`config.mk`:
```
export PLATFORM = sky130hd
export DESIGN_NAME = lpt_mbox_port
export DESIGN_NICKNAME = d
export VERILOG_FILES = /design/src/rtl/lpt_mbox_pkg.sv /design/src/rtl/lpt_sync.sv /design/src/rtl/lpt_sample_ptr.sv /design/src/rtl/lpt_mbox_cell.sv /design/src/rtl/lpt_bus_drive.sv /design/src/rtl/lpt_mbox_port.sv
export SDC_FILE = /design/constraint.sdc
export NUM_CORES = 1
export LEC_CHECK = 0
export BUFFER_PORTS_ARGS = -buffer_cell sky130_fd_sc_hd__buf_2
export CAP_MARGIN = 0
export CELL_PAD_IN_SITES_DETAIL_PLACEMENT = 1
export CELL_PAD_IN_SITES_GLOBAL_PLACEMENT = 1
export CORE_AREA = 4 4 108 59
export DETAILED_ROUTE_END_ITERATION = 6
export DIE_AREA = 0 0 112 63
export PLACE_DENSITY_LB_ADDON = 0.12
export SLEW_MARGIN = 20
export SYNTH_ARGS = -nofsm -noshare
export SYNTH_HDL_FRONTEND = slang
export SYNTH_SLANG_ARGS = --single-unit
export TNS_END_PERCENT = 1
```
`constraint.sdc`:
```
create_clock -name clk -period 4.1 [get_ports clk]
set_input_delay 0.205 -clock clk [delete_from_list [all_inputs] [get_ports clk]]
set_output_delay 0.205 -clock clk [all_outputs]
set_load 0.02 [all_outputs]
```
`src/rtl/lpt_mbox_pkg.sv`:
```
package lpt_mbox_pkg;

   typedef enum logic [1:0] {
      SRC_CH_A = 2'd0,
      SRC_CH_B = 2'd1,
      SRC_MBOX = 2'd2,
      SRC_ID   = 2'd3
   } bus_src_e;

   typedef enum logic [1:0] {
      MB_EMPTY = 2'd0,
      MB_HOST  = 2'd1,
      MB_DEV   = 2'd2
   } mb_owner_e;

   typedef struct packed {
      logic strobe_n;
      logic autofd_n;
      logic init_n;
      logic selin_n;
      logic host_drives;
   } lpt_ctrl_t;

   localparam int CTRL_W = $bits(lpt_ctrl_t);

   function automatic bus_src_e pick_source(input logic autofd_n, input logic selin_n);
      case ({selin_n, autofd_n})
         2'b11:   return SRC_CH_A;
         2'b10:   return SRC_CH_B;
         2'b01:   return SRC_MBOX;
         default: return SRC_ID;
      endcase
   endfunction

endpackage

```
`src/rtl/lpt_sync.sv`:
```
module lpt_sync #(
   parameter int          WIDTH   = 1,
   parameter int          STAGES  = 2,
   parameter logic [WIDTH-1:0] RST_VAL = '0
) (
   input  logic             clk,
   input  logic             rst_n,
   input  logic [WIDTH-1:0] d,
   output logic [WIDTH-1:0] q
);

   if (STAGES < 2) begin : g_bad_stages
      $error("lpt_sync: STAGES must be at least 2");
   end
   if (WIDTH < 1) begin : g_bad_width
      $error("lpt_sync: WIDTH must be at least 1");
   end

   logic [WIDTH-1:0] chain [STAGES];

   for (genvar s = 0; s < STAGES; s++) begin : g_stage
      if (s == 0) begin : g_first
         always_ff @(posedge clk or negedge rst_n) begin
            if (!rst_n) chain[s] <= RST_VAL;
            else        chain[s] <= d;
         end
      end else begin : g_next
         always_ff @(posedge clk or negedge rst_n) begin
            if (!rst_n) chain[s] <= RST_VAL;
            else        chain[s] <= chain[s-1];
         end
      end
   end

   assign q = chain[STAGES-1];

endmodule

```
`src/rtl/lpt_sample_ptr.sv`:
```
module lpt_sample_ptr #(
   parameter int DEPTH  = 1000,
   parameter int ADDR_W = $clog2(DEPTH)
) (
   input  logic              clk,
   input  logic              rst_n,
   input  logic              advance,
   input  logic              restart,
   output logic [ADDR_W-1:0] addr
);

   localparam logic [ADDR_W-1:0] LAST = ADDR_W'(DEPTH - 1);
   localparam bit                POW2 = (DEPTH == (1 << ADDR_W));

   logic [ADDR_W-1:0] addr_next;
   logic [ADDR_W-1:0] addr_inc;

   if (POW2) begin : g_pow2_wrap
      assign addr_inc = addr + 1'b1;
   end else begin : g_cmp_wrap
      assign addr_inc = (addr == LAST) ? '0 : addr + 1'b1;
   end

   always_comb begin
      addr_next = addr;
      if (restart)      addr_next = '0;
      else if (advance) addr_next = addr_inc;
   end

   always_ff @(posedge clk or negedge rst_n) begin
      if (!rst_n) addr <= '0;
      else        addr <= addr_next;
   end


   addr_range_chk: assert property (@(posedge clk) disable iff (!rst_n)
      addr <= LAST);


   restart_zero_chk: assert property (@(posedge clk) disable iff (!rst_n)
      restart |=> addr == '0);


   advance_step_chk: assert property (@(posedge clk) disable iff (!rst_n)
      (advance && !restart && addr != LAST) |=> addr == $past(addr) + 1'b1);


   advance_wrap_chk: assert property (@(posedge clk) disable iff (!rst_n)
      (advance && !restart && addr == LAST) |=> addr == '0);

endmodule

```
`src/rtl/lpt_mbox_cell.sv`:
```
module lpt_mbox_cell
   import lpt_mbox_pkg::*;
(
   input  logic       clk,
   input  logic       rst_n,
   input  logic       host_we,
   input  logic [7:0] host_wdata,
   input  logic       dev_we,
   input  logic [7:0] dev_wdata,
   output logic [7:0] host_view,
   output logic [7:0] dev_view
);

   mb_owner_e  owner;
   logic [7:0] held;
   logic       host_take;
   logic       dev_take;

   assign host_take = host_we && (host_wdata != 8'h00);
   assign dev_take  = dev_we && (dev_wdata != 8'h00) && (owner != MB_DEV) && !host_take;

   always_ff @(posedge clk or negedge rst_n) begin
      if (!rst_n) begin
         owner <= MB_EMPTY;
         held  <= 8'h00;
      end else if (host_take) begin
         owner <= MB_HOST;
         held  <= host_wdata;
      end else if (dev_take) begin
         owner <= MB_DEV;
         held  <= dev_wdata;
      end
   end

   assign host_view = (owner == MB_DEV)  ? held : 8'h00;
   assign dev_view  = (owner == MB_HOST) ? held : 8'h00;


   held_nonzero_chk: assert property (@(posedge clk) disable iff (!rst_n)
      (owner != MB_EMPTY) |-> (held != 8'h00));


   dev_byte_stable_chk: assert property (@(posedge clk) disable iff (!rst_n)
      (owner == MB_DEV && !(host_we && host_wdata != 8'h00)) |=>
         (owner == MB_DEV && $stable(held)));


   host_store_chk: assert property (@(posedge clk) disable iff (!rst_n)
      (host_we && host_wdata != 8'h00) |=>
         (owner == MB_HOST && held == $past(host_wdata)));


   one_side_visible_chk: assert property (@(posedge clk) disable iff (!rst_n)
      (host_view == 8'h00) || (dev_view == 8'h00));

endmodule

```
`src/rtl/lpt_bus_drive.sv`:
```
module lpt_bus_drive
   import lpt_mbox_pkg::*;
#(
   parameter logic [7:0] ID_BYTE = 8'h55,
   parameter bit         OUT_REG = 1'b1
) (
   input  logic       clk,
   input  logic       rst_n,
   input  bus_src_e   sel,
   input  logic       host_drives,
   input  logic [7:0] ch_a,
   input  logic [7:0] ch_b,
   input  logic [7:0] mbox,
   output logic [7:0] data_out,
   output logic       data_oe
);

   logic [7:0] picked;

   always_comb begin
      case (sel)
         SRC_CH_A: picked = ch_a;
         SRC_CH_B: picked = ch_b;
         SRC_MBOX: picked = mbox;
         default:  picked = ID_BYTE;
      endcase
   end

   if (OUT_REG) begin : g_registered
      logic [7:0] data_q;
      always_ff @(posedge clk or negedge rst_n) begin
         if (!rst_n) data_q <= 8'h00;
         else        data_q <= picked;
      end
      assign data_out = data_q;


      id_byte_chk: assert property (@(posedge clk) disable iff (!rst_n)
         (sel == SRC_ID) |=> data_out == ID_BYTE);
   end else begin : g_direct
      assign data_out = picked;
   end

   assign data_oe = !host_drives;

endmodule

```
`src/rtl/lpt_mbox_port.sv`:
```
module lpt_mbox_port
   import lpt_mbox_pkg::*;
#(
   parameter int         DEPTH       = 1000,
   parameter int         ADDR_W      = $clog2(DEPTH),
   parameter int         SYNC_STAGES = 2,
   parameter logic [7:0] ID_BYTE     = 8'h55,
   parameter bit         OUT_REG     = 1'b1
) (
   input  logic              clk,
   input  logic              rst_n,
   input  logic              pp_nstrobe,
   input  logic              pp_nautofd,
   input  logic              pp_ninit,
   input  logic              pp_nselectin,
   input  logic              pp_host_drives,
   input  logic [7:0]        pp_data_in,
   output logic [7:0]        pp_data_out,
   output logic              pp_data_oe,
   output logic [ADDR_W-1:0] samp_addr,
   input  logic [7:0]        samp_a_data,
   input  logic [7:0]        samp_b_data,
   input  logic              rd_restart,
   output logic [7:0]        mb_dev_byte,
   input  logic              mb_dev_we,
   input  logic [7:0]        mb_dev_wdata
);

   if (DEPTH < 2) begin : g_bad_depth
      $error("lpt_mbox_port: DEPTH must be at least 2");
   end
   if ((1 << ADDR_W) < DEPTH) begin : g_bad_addr_w
      $error("lpt_mbox_port: ADDR_W too narrow for DEPTH");
   end
   if (SYNC_STAGES < 2) begin : g_bad_sync
      $error("lpt_mbox_port: SYNC_STAGES must be at least 2");
   end

   localparam lpt_ctrl_t CTRL_IDLE = '{strobe_n: 1'b1, autofd_n: 1'b1, init_n: 1'b1,
                                       selin_n: 1'b1, host_drives: 1'b1};

   lpt_ctrl_t  ctrl_raw;
   lpt_ctrl_t  ctrl_s;
   logic [7:0] data_s;
   logic       strobe_prev;
   logic       strobe_rise;
   logic       host_mb_we;
   logic       ptr_advance;
   bus_src_e   src;
   logic [7:0] mb_host_view;

   assign ctrl_raw = '{strobe_n: pp_nstrobe, autofd_n: pp_nautofd, init_n: pp_ninit,
                       selin_n: pp_nselectin, host_drives: pp_host_drives};

   lpt_sync #(.WIDTH(CTRL_W), .STAGES(SYNC_STAGES), .RST_VAL(CTRL_IDLE)) u_ctrl_sync (
      .clk   (clk),
      .rst_n (rst_n),
      .d     (ctrl_raw),
      .q     (ctrl_s)
   );

   lpt_sync #(.WIDTH(8), .STAGES(SYNC_STAGES), .RST_VAL(8'h00)) u_data_sync (
      .clk   (clk),
      .rst_n (rst_n),
      .d     (pp_data_in),
      .q     (data_s)
   );

   always_ff @(posedge clk or negedge rst_n) begin
      if (!rst_n) strobe_prev <= 1'b1;
      else        strobe_prev <= ctrl_s.strobe_n;
   end

   assign strobe_rise = ctrl_s.strobe_n && !strobe_prev;
   assign src         = pick_source(ctrl_s.autofd_n, ctrl_s.selin_n);
   assign host_mb_we  = strobe_rise && !ctrl_s.init_n && !ctrl_s.selin_n && ctrl_s.host_drives;
   assign ptr_advance = strobe_rise && ctrl_s.selin_n;

   lpt_sample_ptr #(.DEPTH(DEPTH), .ADDR_W(ADDR_W)) u_ptr (
      .clk     (clk),
      .rst_n   (rst_n),
      .advance (ptr_advance),
      .restart (rd_restart),
      .addr    (samp_addr)
   );

   lpt_mbox_cell u_mbox (
      .clk        (clk),
      .rst_n      (rst_n),
      .host_we    (host_mb_we),
      .host_wdata (data_s),
      .dev_we     (mb_dev_we),
      .dev_wdata  (mb_dev_wdata),
      .host_view  (mb_host_view),
      .dev_view   (mb_dev_byte)
   );

   lpt_bus_drive #(.ID_BYTE(ID_BYTE), .OUT_REG(OUT_REG)) u_bus (
      .clk         (clk),
      .rst_n       (rst_n),
      .sel         (src),
      .host_drives (ctrl_s.host_drives),
      .ch_a        (samp_a_data),
      .ch_b        (samp_b_data),
      .mbox        (mb_host_view),
      .data_out    (pp_data_out),
      .data_oe     (pp_data_oe)
   );


   no_side_effect_chk: assert property (@(posedge clk) disable iff (!rst_n)
      (strobe_rise && !ctrl_s.selin_n && ctrl_s.init_n && !rd_restart) |=>
         ($stable(samp_addr) && $stable(mb_dev_byte)));


   drive_follows_dir_chk: assert property (@(posedge clk) disable iff (!rst_n)
      ctrl_s.host_drives |-> !pp_data_oe);

endmodule

```
==> results of run 1 <==
## worst max-delay path: stages (launching register included)
cell,delay [ns]
dfstp_2,0.56
or4b_4,0.48
a211oi_4,0.54
o21ai_0,0.20
## cell usage in the layout (no fill, tap or decap), drive strengths merged, types with 2 or more instances in the layout
master       count
a21o             2
a21oi            8
a221o            3
a22o             8
a22oi            9
and2            10
buf             68
bufinv           2
clkbuf           6
dfrtp           44
dfstp           11
dlygate4sd3     13
inv              8
mux2             3
nand2           14
nand2b           2
nand3            8
nand4            2
nor2             4
nor2b            2
nor3b            2
nor4             3
o21ai           12
o22ai            2
or4              7
## layer usage
layer / vias up / GRT usage, % / wire length [um]
li1: 825 / - / -
met5: - / 0 / 0
met4: 0 / 2.70 / 12
met2: 60 / 25.5 / 2440
met3: 2 / 4.74 / 410
met1: 817 / 21.6 / 2560
## synthesized netlist by cell type, types with 3 or more instances
| cell type | number | area share [%] |
|---|---|---|
| a21oi_1 | 8 | 1.8 |
| a221o_1 | 3 | 1.4 |
| a22o_1 | 8 | 3.2 |
| a22oi_1 | 9 | 3.1 |
| and2_1 | 9 | 2.6 |
| clkbuf_1 | 3 | 0.51 |
| dfrtp_1 | 44 | 50 |
| dfstp_2 | 11 | 13 |
| inv_1 | 8 | 1.4 |
| mux2_2 | 3 | 1.5 |
| nand2_1 | 14 | 2.4 |
| nand3_1 | 8 | 1.8 |
| nor2_1 | 4 | 0.68 |
| nor4_1 | 3 | 0.85 |
| o21ai_0 | 12 | 2.7 |
| or4_1 | 7 | 2.4 |
## power breakdown
group          leakage [nW]  internal (mW)  switching [mW]
logic                 0.632         0.0967           0.120
clock network        0.0654          0.244           0.167
registers             0.658          0.619          0.0565
total                  1.36          0.960           0.344
## kinds of logic (layout without fill, tap and decap cells)
group	count (synthesis)	after routing	share of synthesized area [%]
AOI/OAI and AO/OA	48	48	15.7
xor gates and xnor gates	1	1	0.397
adders and majority gates	1	1	0.567
buffers and inverters	14	97	2.61
DFF	55	55	63.1
muxes	3	3	1.53
and+or+nand+nor	61	61	16.1
## repair_timing
item,CTS,global route
endpoints found under the setup margin,0,0
setup buffers,0,0
hold buffers,11,2
endpoints found under the hold margin,11,2
## worst paths after layout
path	end	cells past startpoint
max in group asynchronous	u_ptr.addr[6]$_DFFE_PN0P_	2
max reg2reg	u_mbox.held[3]$_DFFE_PN0P_	3
min in group clk	u_bus.data_out[6]$_DFF_PN0_	2
max	u_mbox.held[3]$_DFFE_PN0P_	3
min reg2reg	u_data_sync.q[3]$_DFF_PN0_	0
min	u_bus.data_out[1]$_DFF_PN0_	2
## state kept, by name, indices dropped and copies added (netlist names)
name / flops
u_mbox.held: 8
u_ctrl_sync.chain: 5
strobe_prev: 1
u_bus.data_out: 8
u_data_sync.chain: 8
u_ctrl_sync.q: 5
u_data_sync.q: 8
u_ptr.addr: 10
u_mbox.owner: 2
## cell type report
class / count / area [um^2] / share of cell area, %
Clock inverter: 2 / 60.1 / 2.09
Timing Repair Buffer: 81 / 473 / 16.5
Tap cell: 73 / 91.3 / 3.18
Sequential cell: 55 / 1390 / 48.4
Clock buffer: 6 / 72.6 / 2.53
Multi-Input combinational cell: 114 / 757 / 26.3
Inverter: 8 / 30.0 / 1.04
==> summary.txt, run 1 <==
Timing
  • Min cycle time layout: between 1.5 and 2 ns
  • Worst Skew: around 0.0086 ns
  • Unrepaired setup endpoints after global routing: false
  • Fin worst setup slack: between 2 and 2.5 ns
  • Fin Setup TNS: 0 ns
  • Rel. slew slack: a little over half
  • Slew at the pin with the worst max-slew slack: just under 0.7 ns
  • Maximum clock frequency: between 500 and 600 MHz
  • Final count of hold timing violations: 0
  • Final period util: a little under half
  • Final setup viols: 0
  • WHS: about 0.019 ns
  • Final slew viol count: 0

Global routing
  • Antenna violations before repair: 0
  • First-pass GRT wire length: 9.02 mm
  • Gr ovfl total: 0
  • Largest net degree at the start of global routing: 56
  • Vias in the first global route: 1823
  • Total GRT Usage: between 15 and 20%

Detailed routing
  • Wire length per cell: around 16 um
  • Final ANT Viol Nets: 0
  • Post-Route WL: between 5 and 6 mm
  • Vias per inst: slightly above 5
  • Vias: between 1500 and 2000
  • Drt first pass iters: 4
  • Residual DRC: 0
  • Initial DRC Count: 54

Clock tree
  • H-Tree Depth: 2
  • Root buf cell: clkbuf_8
  • Num Clock Sinks: 55
  • Worst-Skew Late Latency: ~0.3 ns
  • Clock Tree Buf Depth: 2
  • Clock slew at reported path FFs: around 0.10 ns
  • CTS tree: yes
  • CTS buffer count: 5
  • PostCTS Resize Cnt: 0

Worst setup path
  • CP Max Fanout: 18
  • Arrival @ worst endpoint: around 2.1 ns
  • WP data required: between 4 and 5 ns
  • Worst setup EP type: flip-flop
  • Setup crit start: u_ctrl_sync.q[4]$_DFF_PN1_
  • Crit start category: flip-flop
  • R2R Setup Slk: 2.16 ns
  • Reg-to-Reg Start: u_ctrl_sync.q[4]$_DFF_PN1_
  • Kind of critical path: flip-flop to flip-flop

Logic synthesis
  • Post-synthesis net count: between 200 and 250
  • Cell variety after synth: 40
  • Ys flop type: dfrtp_1
  • EDFF count, synth: 0
  • Yosys reg bits: between 50 and 60
  • Seq/Total Area, Yosys: a little over three fifths
  • Synth Warn #: 0
  • Mapped Area: approximately 2200 um^2
  • Syn_area_per_cell: 12.0 um^2
  • Post-Synthesis Cells: 183
  • Asr flop ratio synth: 100%

Final layout
  • Fraction of final layout cells sized beyond drive strength 1: 35.3%
  • P&R area growth vs syn: 30.4%
  • Final net count: between 300 and 400
  • Non-filler cells, final: around 340
  • Fill cell count: around 590
  • Final core occ: approximately 54%
  • Final instance area: approximately 2900 um^2
  • Ant. Diodes: 0

Floorplan
  • Core Footprint: between 5000 and 6000 um^2
  • Die width: between 100 and 150 um
  • Ports: between 60 and 70
  • Die footprint: roughly 7100 um^2
  • Initial Utilization: between 40% and 50%
  • Die Y-Extent: approximately 63 um
  • Row count: 19

Job
  • Max Cap Viol: 0

Place
  • Port buffer count: 67
  • DP Area: roughly 2600 um^2
  • Dpl hpwl: approximately 4.1 mm
  • Gpl congestion: 0.807
  • Setup WS pre-CTS: about 2.2 ns
  • Placed cells: roughly 320

Run status
  • Outcome: complete, no violations

Power and ir drop
  • Pwr Total: 1.30 mW
  • Worst vdd rail ir drop: roughly 190 uV
  • Leakage: around 1.4 nW
  • Pwr dens: between 400 and 500 nW/um^2

Min path
  • Worst Hold Class: input pin to asynchronous set/reset pin
Note: power is estimated with default switching activity, not from simulation.
==> run 2, diff against run 1 <==
CORE_AREA = 4 4 112 61   (was 4 4 108 59)
DIE_AREA = 0 0 116 65   (was 0 0 112 63)
clock period = 1.8 ns   (was 4.1 ns; I/O delays follow)
==> run 2 against run 1 <==
Setup slack got worse by 2.1 ns; worst hold slack lost 0.0027 ns; global-route usage grew 2.2 points; final area grew 4.9%; maximum frequency increased by 14%; sequential power up 130%; first-iteration DRC count is 31% higher; via count increased by 5.7%; cell count increased by 5.0%; sequential share of layout area shrank 2.2 points; critical endpoint is now u_mbox.held[1]$_DFFE_PN0P_; largest power group unchanged.
==> summary.txt, run 2 (synthesis gave the netlist of run 1 again) <==
Run status
  • Outcome: complete, no violations (unchanged)

Clock tree
  • Root buf cell: clkbuf_16 (was clkbuf_8)
  • CTS buffer count: 5 (unchanged)
  • CTS tree: yes (unchanged)
  • H-Tree Depth: 2 (unchanged)
  • Num Clock Sinks: 55 (unchanged)
  • Clock Tree Buf Depth: 2 (unchanged)
  • Post-CTS setup buffers: 0 (unchanged)
  • Clock slew at reported path FFs: 0.07 ns (was 0.10 ns)
  • Worst-Skew Late Latency: 0.30 ns (about the same)

Global routing
  • Gr ovfl total: 0 (unchanged)
  • Antenna violations before repair: 0 (unchanged)
  • Vias in the first global route: 1878 (was 1823)
  • Met1 usage: 27.7% (was 21.6%)
  • Met3 Resource Use GR: 6.34% (was 4.74%)
  • Largest net degree at the start of global routing: 56 (unchanged)
  • Met2 Use GR: 24.1% (was 25.5%)
  • Global routing's busiest layer: met1 (was met2)
  • First-pass GRT wire length: 10.1 mm (was 9.02 mm)
  • Total GRT Usage: 18.1% (was 15.8%)

Detailed routing
  • Drt first pass iters: 5 (was 4)
  • Vias per inst: 5.06 (was 5.03)
  • Post-Route WL: 6.27 mm (was 5.42 mm)
  • Final ANT Viol Nets: 0 (unchanged)
  • Vias: 1801 (was 1704)
  • Wire length per cell: 17.6 um (was 16.0 um)
  • Residual DRC: 0 (unchanged)
  • Initial DRC Count: 71 (was 54)

Final layout
  • Final core occ: 51.5% (was 53.7%)
  • P&R area growth vs syn: 36.8% (was 30.4%)
  • Leading cell types in the layout, fill and taps excluded: buf_2 (67), dfrtp_1 (43), nand2_1 (14), dlygate4sd3_1 (14), buf_4 (13) (was buf_2 (67), dfrtp_1 (44), nand2_1 (14), dlygate4sd3_1 (13), o21ai_0 (12))
  • Fraction of final layout cells sized beyond drive strength 1: 39.4% (was 35.3%)
  • Multi-input combinational cell area: 774 um^2 (was 757 um^2)
  • Final net count: 320 (was 307)
  • Register Area: 1390 um^2 (about the same)
  • Fill cell count: 647 (was 591)
  • Non-filler cells, final: 356 (was 339)
  • Largest register FFs: 10 (unchanged)
  • Ant. Diodes: 0 (unchanged)
  • Most common cell after layout, fill and taps aside: buf_2 (unchanged)
  • Largest Register: u_ptr.addr (unchanged)

Timing
  • Maximum clock frequency: 585 MHz (was 515 MHz)
  • Rel. slew slack: 54.8% (was 54.6%)
  • Worst Skew: 0.00329 ns (was 0.00857 ns)
  • Final slew viol count: 0 (unchanged)
  • Fin worst setup slack: 0.0902 ns (was 2.16 ns)
  • Slew at the pin with the worst max-slew slack: 0.678 ns (was 0.681 ns)
  • Final count of hold timing violations: 0 (unchanged)
  • Final period util: 95.0% (was 47.3%)
  • Final setup viols: 0 (unchanged)
  • Min cycle time layout: 1.71 ns (was 1.94 ns)
  • WHS: 0.0159 ns (was 0.0186 ns)
  • Fin Setup TNS: 0 ns (unchanged)

Floorplan
  • Core Footprint: 5860 um^2 (was 5350 um^2)
  • Ports: 68 (unchanged)
  • Die footprint: 7540 um^2 (was 7060 um^2)
  • Row count: 20 (was 19)
  • Initial Utilization: 37.6% (was 41.2%)
  • Die width: 116 um (was 112 um)
  • Die Y-Extent: 65 um (was 63 um)

Place
  • Setup WS pre-CTS: 0.0934 ns (was 2.16 ns)
  • Port buffer count: 67 (unchanged)
  • Placed cells: 334 (was 318)
  • Gpl congestion: 0.820 (was 0.807)
  • Dpl hpwl: 4.66 mm (was 4.08 mm)

Worst setup path
  • Worst setup EP type: flip-flop (unchanged)
  • Crit path max-delay family: simple AND/OR/NAND/NOR gates (was compound AO/OA/AOI/OAI gates)
  • Slowest cell on crit path: dfstp_2 (unchanged)
  • WP buf/inv: 1 (was 0)
  • Reg-to-Reg Start: u_ctrl_sync.q[4]$_DFF_PN1_ (unchanged)
  • Setup crit start: u_ctrl_sync.q[4]$_DFF_PN1_ (unchanged)
  • Crit start category: flip-flop (unchanged)
  • CP Max Fanout: 18 (unchanged)
  • Critical-path cell list: or4b_4 > a211oi_4 > buf_4 > nand2_1 > o21ai_0 (was or4b_4 > a211oi_4 > o21ai_0)
  • Slowest stage delay, CP: 0.55 ns (was 0.56 ns)
  • WP data required: 2.01 ns (was 4.25 ns)
  • Kind of critical path: flip-flop to flip-flop (unchanged)
  • Arrival @ worst endpoint: 1.92 ns (was 2.09 ns)

Min path
  • Worst Hold Class: input pin to flip-flop (was input pin to asynchronous set/reset pin)
  • Hold path start: samp_b_data[1]

Power and ir drop
  • Pwr dens: 1020 nW/um^2 (was 454 nW/um^2)
  • Leakage: 1.43 nW (was 1.36 nW)
  • Worst vdd rail ir drop: 658 uV (was 194 uV)

Job
  • Max Cap Viol: 0 (unchanged)
## run 2: changes by cell type in the layout (fill, tap and decap cells not counted), sizes merged
| cell | previous run | this run |
|---|---|---|
| buf | 68 | 80 |
| bufinv | 2 | 0 |
| clkinv | 0 | 2 |
| clkbuf | 6 | 5 |
| clkinvlp | 0 | 1 |
| dlygate4sd3 | 13 | 14 |
## run 2: layer usage
metal / vias to the layer above / share of wire (%)
li1: 861 / -
met1: 877 / 52
met2: 58 / 40
met3: 5 / 7.5
met4: 0 / 0.70
met5: - / 0
## run 2: cell type report
cell class	count	share of cell area (%)
timing repair buffer	94	19.0
multi-input combinational	114	25.7
clock buffer	5	4.15
sequential	55	46.1
tap	77	3.20
clock inverter	3	0.830
inverter	8	0.996
## run 2: what timing repair did
item                                   4_1_cts  5_1_grt
resized for setup                            0        4
endpoints found under the hold margin       57        0
setup endpoints to repair                    0        4
hold buffers                                14        0
## run 2: path summary, 6_finish.rpt
| kind | slack (ns) | to | cells past startpoint |
|---|---|---|---|
| setup / recovery | 0.09 | u_mbox.held[1]$_DFFE_PN0P_ | 5 |
| hold / removal | 0.02 | u_bus.data_out[1]$_DFF_PN0_ | 2 |
| setup reg to reg | 0.09 | u_mbox.held[1]$_DFFE_PN0P_ | 5 |
| hold reg to reg | 0.35 | u_data_sync.q[6]$_DFF_PN0_ | 0 |
| max in group asynchronous | 0.84 | u_ptr.addr[4]$_DFFE_PN0P_ | 3 |
| min in group asynchronous | 0.46 | u_data_sync.q[4]$_DFF_PN0_ | 3 |
## run 2: worst reg2reg max path: cells and delay by family, from the launching register on
| kind | cells | cell delay, ns |
|---|---|---|
| and+or+nand+nor | 2 | 0.56 |
| DFF | 1 | 0.55 |
| AOI/OAI and AO/OA | 2 | 0.29 |
| buffers and inverters | 1 | 0.23 |
## run 2: through the flow
stage | total power, mW | instance area (um^2)
floorplan | 1.82 | 2200
global placement | 2.07 | 2710
detailed placement | 2.09 | 2710
CTS | 3.11 | 3000
global route | 3.26 | 3020
finish | 3.06 | 3020
## run 2: power by group
part	switching, mW	internal, mW
clock	0.456	0.521
sequential	0.148	1.41
combinational	0.292	0.236
total	0.896	2.17
